**src/rtl/irq_seq_pkg.sv**
```systemverilog
package irq_seq_pkg;
  // Decision taken at a clock edge
  typedef enum logic [1:0] {
    EV_NONE   = 2'd0,
    EV_FETCH  = 2'd1,
    EV_ENTER  = 2'd2,
    EV_RETURN = 2'd3
  } seq_evt_t;
endpackage

```
**src/rtl/irq_pick.sv**
```systemverilog
module irq_pick #(
  parameter int NSRC = 4,
  localparam int LW = (NSRC > 1) ? $clog2(NSRC) : 1
) (
  input  logic [NSRC-1:0] pend,
  input  logic [NSRC-1:0] busy,
  input  logic            nest_mode,
  output logic            hit,
  output logic [LW-1:0]   sel
);
  logic [NSRC-1:0] allow;
  logic [NSRC-1:0] elig;
  logic            seen;

  always_comb begin
    seen  = 1'b0;
    allow = '0;
    if (nest_mode) begin
      // a line is allowed only if no active level has an equal or lower index
      for (int i = 0; i < NSRC; i++) begin
        seen     = seen | busy[i];
        allow[i] = ~seen;
      end
    end else begin
      allow = (busy == '0) ? '1 : '0;
    end
    elig = pend & allow;
    hit  = |elig;
    sel  = '0;
    for (int i = NSRC - 1; i >= 0; i--) begin
      if (elig[i]) sel = LW'(i);
    end
  end
endmodule

```
**src/rtl/ctx_stack.sv**
```systemverilog
module ctx_stack #(
  parameter int DEPTH = 4,
  parameter int W     = 32,
  localparam int PW = (DEPTH > 1) ? $clog2(DEPTH) : 1,
  localparam int SW = $clog2(DEPTH + 1)
) (
  input  logic          clk,
  input  logic          rst,
  input  logic          push,
  input  logic          pop,
  input  logic [W-1:0]  wdata,
  output logic [W-1:0]  top_q,
  output logic [SW-1:0] sp
);
  logic [W-1:0]  mem [DEPTH];
  logic [SW-1:0] sp_m1;

  assign sp_m1 = sp - SW'(1);
  assign top_q = mem[sp_m1[PW-1:0]];

  // storage without reset so it maps onto RAM
  always_ff @(posedge clk) begin
    if (push && (sp != SW'(DEPTH))) mem[sp[PW-1:0]] <= wdata;
  end

  always_ff @(posedge clk) begin
    if (rst) begin
      sp <= '0;
    end else if (push && (sp != SW'(DEPTH))) begin
      sp <= sp + SW'(1);
    end else if (pop && (sp != '0)) begin
      sp <= sp_m1;
    end
  end
endmodule

```
**src/rtl/irq_seq.sv**
```systemverilog
module irq_seq #(
  parameter int NSRC       = 4,
  parameter int AW         = 16,
  parameter int DW         = 16,
  parameter int VEC_BASE   = 'h0100,
  parameter int VEC_STRIDE = 'h0040,
  localparam int LW = (NSRC > 1) ? $clog2(NSRC) : 1,
  localparam int SW = $clog2(NSRC + 1)
) (
  input  logic            clk,
  input  logic            rst,
  input  logic [NSRC-1:0] irq_req,
  input  logic            nest_mode,
  input  logic            insn_done,
  input  logic            rti,
  input  logic [AW-1:0]   cur_pc,
  input  logic [DW-1:0]   cur_acc,
  output logic            fetch_next,
  output logic            irq_enter,
  output logic            pc_load,
  output logic [AW-1:0]   pc_value,
  output logic            acc_load,
  output logic [DW-1:0]   acc_value,
  output logic [LW-1:0]   active_lvl,
  output logic [NSRC-1:0] isr_mask,
  output logic [SW-1:0]   depth
);
  import irq_seq_pkg::*;

  localparam int CW = AW + DW;

  logic [NSRC-1:0] pend_q;
  logic            hit;
  logic [LW-1:0]   sel;
  seq_evt_t        evt;
  logic [NSRC-1:0] sel_vec;
  logic [NSRC-1:0] ret_bit;
  logic [NSRC-1:0] mask_after_ret;
  logic [LW-1:0]   lvl_after_ret;
  logic [CW-1:0]   top_ctx;
  logic            do_push;
  logic            do_pop;

  irq_pick #(.NSRC(NSRC)) u_pick (
    .pend      (pend_q),
    .busy      (isr_mask),
    .nest_mode (nest_mode),
    .hit       (hit),
    .sel       (sel)
  );

  ctx_stack #(.DEPTH(NSRC), .W(CW)) u_stack (
    .clk   (clk),
    .rst   (rst),
    .push  (do_push),
    .pop   (do_pop),
    .wdata ({cur_pc, cur_acc}),
    .top_q (top_ctx),
    .sp    (depth)
  );

  // event decision: a return outranks a boundary in the same cycle
  always_comb begin
    evt = EV_NONE;
    if (rti) begin
      if (depth != '0) evt = EV_RETURN;
    end else if (insn_done) begin
      evt = hit ? EV_ENTER : EV_FETCH;
    end
  end

  assign do_push = (evt == EV_ENTER);
  assign do_pop  = (evt == EV_RETURN);

  always_comb begin
    sel_vec = '0;
    sel_vec[sel] = 1'b1;
  end

  // retire the highest-priority active level on return
  always_comb begin
    ret_bit = '0;
    for (int i = NSRC - 1; i >= 0; i--) begin
      if (isr_mask[i]) begin
        ret_bit    = '0;
        ret_bit[i] = 1'b1;
      end
    end
    mask_after_ret = isr_mask & ~ret_bit;
    lvl_after_ret  = '0;
    for (int i = NSRC - 1; i >= 0; i--) begin
      if (mask_after_ret[i]) lvl_after_ret = LW'(i);
    end
  end

  always_ff @(posedge clk) begin
    if (rst) begin
      pend_q     <= '0;
      fetch_next <= 1'b0;
      irq_enter  <= 1'b0;
      pc_load    <= 1'b0;
      pc_value   <= '0;
      acc_load   <= 1'b0;
      acc_value  <= '0;
      active_lvl <= '0;
      isr_mask   <= '0;
    end else begin
      fetch_next <= 1'b0;
      irq_enter  <= 1'b0;
      pc_load    <= 1'b0;
      acc_load   <= 1'b0;
      pend_q     <= (pend_q | irq_req) & ~(do_push ? sel_vec : '0);
      case (evt)
        EV_FETCH: fetch_next <= 1'b1;
        EV_ENTER: begin
          irq_enter  <= 1'b1;
          pc_load    <= 1'b1;
          pc_value   <= AW'(VEC_BASE + VEC_STRIDE * int'(sel));
          active_lvl <= sel;
          isr_mask   <= isr_mask | sel_vec;
        end
        EV_RETURN: begin
          pc_load    <= 1'b1;
          acc_load   <= 1'b1;
          pc_value   <= top_ctx[CW-1:DW];
          acc_value  <= top_ctx[DW-1:0];
          active_lvl <= lvl_after_ret;
          isr_mask   <= mask_after_ret;
        end
        default: ;
      endcase
    end
  end
endmodule

```
**config.mk**
```make
export PLATFORM = sky130hd
export DESIGN_NAME = irq_seq
export DESIGN_NICKNAME = d
export VERILOG_FILES = /design/src/rtl/irq_seq_pkg.sv /design/src/rtl/irq_pick.sv /design/src/rtl/ctx_stack.sv /design/src/rtl/irq_seq.sv
export SDC_FILE = /design/constraint.sdc
export NUM_CORES = 1
export LEC_CHECK = 0
export ABC_AREA = 1
export BUFFER_PORTS_ARGS = -buffer_cell sky130_fd_sc_hd__buf_4
export CORE_MARGIN = 8
export CORE_UTILIZATION = 25
export DETAILED_ROUTE_END_ITERATION = 12
export SLEW_MARGIN = 20
export SYNTH_ARGS = -nofsm -noshare
export SYNTH_HDL_FRONTEND = slang
export SYNTH_SLANG_ARGS = --single-unit
```
**constraint.sdc**
```tcl
create_clock -name clk -period 4.8 [get_ports clk]
set_input_delay 0.72 -clock clk [delete_from_list [all_inputs] [get_ports clk]]
set_output_delay 0.72 -clock clk [all_outputs]
set_load 0.03 [all_outputs]
```
==> impl_metrics.py <==
metrics = {
    "route": {
        "wire_per_inst_um": 16.4,
        "drt-total-wl_um": 16800,
        "drt_drc_violations_left": 0,
        "detailedRoute.firstPassIterationCount": 5,
        "detail-route-antenna-nets": 0,
        "vias": 4625,
        "drt_first_iter_violations": 365,
        "drt-vias-per-instance": 4.51,
    },
    "final_layout": {
        "final-instance-count-excl-fill": 1026,
        "final_layout_size_suffix_gt1_share_pct": 22.5,
        "antenna_cells": 0,
        "n_fill_cell": 2711,
        "regArea_um2": 4830,
        "final_nets": 719,
        "syn_to_final_growth_pct": 23.3,
        "final_cell_area_um2": 8490,
        "final_common_cell": "sky130_fd_sc_hd__edfxtp_1",
        "layout.cells.most_common_list": "sky130_fd_sc_hd__edfxtp_1, sky130_fd_sc_hd__nand2_1, sky130_fd_sc_hd__buf_4, sky130_fd_sc_hd__nor2_1, sky130_fd_sc_hd__o21ai_0",
        "multiInputGateArea_um2": 1840,
    },
    "clock_network": {
        "cts_setup_buffers": 0,
        "ctsResizeCount": 0,
        "clock_sinks": 177,
        "cts_hold_repair.buffers": 0,
        "root_buffer": "sky130_fd_sc_hd__clkbuf_16",
        "insertion_delay_ps": 430,
        "clkTransAtPathRegs_ps": 70,
        "cts-buffers-inserted": 17,
        "tritoncts": "built",
        "ctsLongestPathBuffers": 2,
        "h-tree-depth": 4,
    },
    "synthesis": {
        "synthesis.nets": 643,
        "synth_top_flop_cell": "sky130_fd_sc_hd__edfxtp_1",
        "synth_enable_flop_cells": 128,
        "synth_seq_cells": 177,
        "synth-xor-area-share_pct": 0.127,
        "syn-instance-count": 596,
        "synth.yosys.seq_area_share_pct": 70.1,
        "yosys.area_share.simple_pct": 15.6,
        "asyncSetResetFlopFracSynth_pct": 0,
        "syn_area_per_cell_um2": 11.5,
        "post_synth_num_cell_types": 33,
        "ys.warnings.count": 0,
        "synth-compound-area-share_pct": 9.36,
        "synth_area_in_adders_pct": 1.09,
        "synth_top_family_by_area": "simple AND/OR/NAND/NOR gates",
        "syn_area_um2": 6880,
        "synth.area.mux_share_pct": 0,
    },
    "global_routing": {
        "grt_pass1_wl_um": 25700,
        "grt_start_max_net_pins": 69,
        "first_global_vias": 4421,
        "initial_antenna_violation_count": 2,
        "globalRouteTotalUtil_pct": 10.1,
        "grt_remaining_overflow": 0,
    },
    "timing": {
        "endpoints_failing_hold": 0,
        "max_slew_margin_pct": 30.1,
        "timing_worst_slew_pin_value_ps": 1050,
        "post-route-period-util_pct": 59.4,
        "finalSetupTns_ps": 0,
        "rsz0062_at_grt": "false",
        "slew_viol_final": 0,
        "timing.clock.skew_ps": 9.57,
        "fmax_mhz": 351,
        "finalCriticalPeriod_ps": 2850,
        "setup_viol_count_final": 0,
    },
    "die": {
        "core_area_um2": 27000,
        "floorplan.initialDensity_pct": 25.5,
        "io_pins": 86,
        "chipHeight_um": 182,
        "full_die_area_um2": 33100,
        "die-width_um": 182,
        "floorplan.rows": 60,
    },
    "power_and_ir_drop": {
        "max-vdd-ir-drop_mv": 0.279,
        "total_leakage_power_nw": 3.17,
        "power.density_cell_area_nw_per_um2": 509,
    },
    "run": {
        "maxCapViolCount": 0,
    },
    "critical_path": {
        "setup.worst_path.start_class": "flip-flop",
        "critical_path.reg2reg.startpoint": "u_stack.sp[0]",
        "critical_path_peak_fanout": 68,
        "timing.critical_path.from": "u_stack.sp[0]",
        "endpoint_kind": "flip-flop",
        "setup.worst_path.class": "reg2reg",
        "worst_ep_arrival_time_ps": 2900,
        "cp.required_ps": 4850,
    },
    "run_status": {
        "run_status": "complete, no violations",
    },
    "placed_design": {
        "place.port_buffers": 85,
        "gpl.final_weighted_congestion": 0.818,
        "detailed_place_hpwl_um": 10500,
        "placedInstanceArea_um2": 7860,
        "dpl.cell_count": 993,
    },
    "worst_hold_path": {
        "holdCritStartpoint": "pc_value[14]",
        "min-delay-path-class": "reg2reg",
    },
}
flip-flops by register name, indices dropped and copies added, names as in the netlist:
signal and cells:
u_stack.mem 128, acc_value 16, pc_value 16, isr_mask 4, pend_q 4, u_stack.sp 3
active_lvl 2, acc_load 1, fetch_next 1, irq_enter 1, pc_load 1
area by class of cell:
| type | count | share of cell area [%] |
|---|---|---|
| flip-flops and latches | 177 | 56.9 |
| clock buffers | 17 | 5.01 |
| repair buffers | 90 | 8.20 |
| well taps | 341 | 5.03 |
| inverters | 27 | 1.19 |
| clock inverters | 15 | 2.01 |
| multi-input cells | 359 | 21.7 |
power by group:
part | internal (W) | leakage [nW] | switching [W]
clock | 0.000742 | 0.284 | 0.000642
sequential | 0.00178 | 1.56 | 0.0000639
combinational | 0.000342 | 1.33 | 0.000756
total | 0.00286 | 3.17 | 0.00146
path summary, 6_finish.rpt:
path / end / slack (ps) / cells past startpoint
max: u_stack.mem[1][17] / 1950 / 7
min: pc_value[14] / 460 / 2
max reg2reg: u_stack.mem[1][17] / 1950 / 7
min reg2reg: pc_value[14] / 460 / 2
layer usage:
layer  vias to the layer above  share of wire [%]  global-route usage (%)
met5                         -               0.16                       0
met4                         4               0.70                    2.53
met3                        11                7.3                    4.07
met2                       130                 48                    16.3
met1                      2226                 44                    12.5
li1                       2254                  -                       -
stage by stage:
step	util, %	hold WS, ps	total power, W	setup slack (ps)
after detailed placement	29.1	452	0.00299	1750
final	31.4	456	0.00432	1950
after global routing	31.4	467	0.00456	1740
after CTS	31.3	461	0.00438	1890
after global placement	29.1	452	0.00297	1820
after floorplan	-	456	0.00260	1180
logic make-up (layout without fill, tap and decap cells):
| logic type | after synthesis | in the layout |
|---|---|---|
| simple gates | 237 | 237 |
| flops | 177 | 177 |
| compound gates | 115 | 115 |
| buf+inv | 60 | 149 |
| fa+ha+maj | 6 | 6 |
| xor+xnor | 1 | 1 |
worst max-delay path, cell delays in order (launching register included):
cell and delay [ps]:
sky130_fd_sc_hd__dfxtp_2 330, sky130_fd_sc_hd__inv_2 30, sky130_fd_sc_hd__buf_4 300, sky130_fd_sc_hd__ha_1 340, sky130_fd_sc_hd__ha_1 180, sky130_fd_sc_hd__inv_1 80
sky130_fd_sc_hd__nand3_2 270, sky130_fd_sc_hd__nor2_4 890
synth_stat cells, types with 3 or more instances:
library cell | n | area [um2]
sky130_fd_sc_hd__o211ai_1 | 3 | 22.5
sky130_fd_sc_hd__buf_2 | 10 | 50.1
sky130_fd_sc_hd__nor2_2 | 3 | 18.8
sky130_fd_sc_hd__nor2_1 | 72 | 270
sky130_fd_sc_hd__clkbuf_1 | 20 | 75.1
sky130_fd_sc_hd__ha_1 | 6 | 75.1
sky130_fd_sc_hd__nand3_2 | 6 | 60.1
sky130_fd_sc_hd__nand2_1 | 93 | 349
sky130_fd_sc_hd__a21oi_1 | 12 | 60.1
sky130_fd_sc_hd__dfxtp_1 | 49 | 981
sky130_fd_sc_hd__inv_1 | 26 | 97.6
sky130_fd_sc_hd__nand2_4 | 4 | 45.0
sky130_fd_sc_hd__o22ai_1 | 27 | 169
sky130_fd_sc_hd__nand3_1 | 45 | 225
sky130_fd_sc_hd__nand2_2 | 4 | 25.0
sky130_fd_sc_hd__o21ai_0 | 66 | 330
sky130_fd_sc_hd__edfxtp_1 | 128 | 3840
Power figures use the tool's default switching activity.
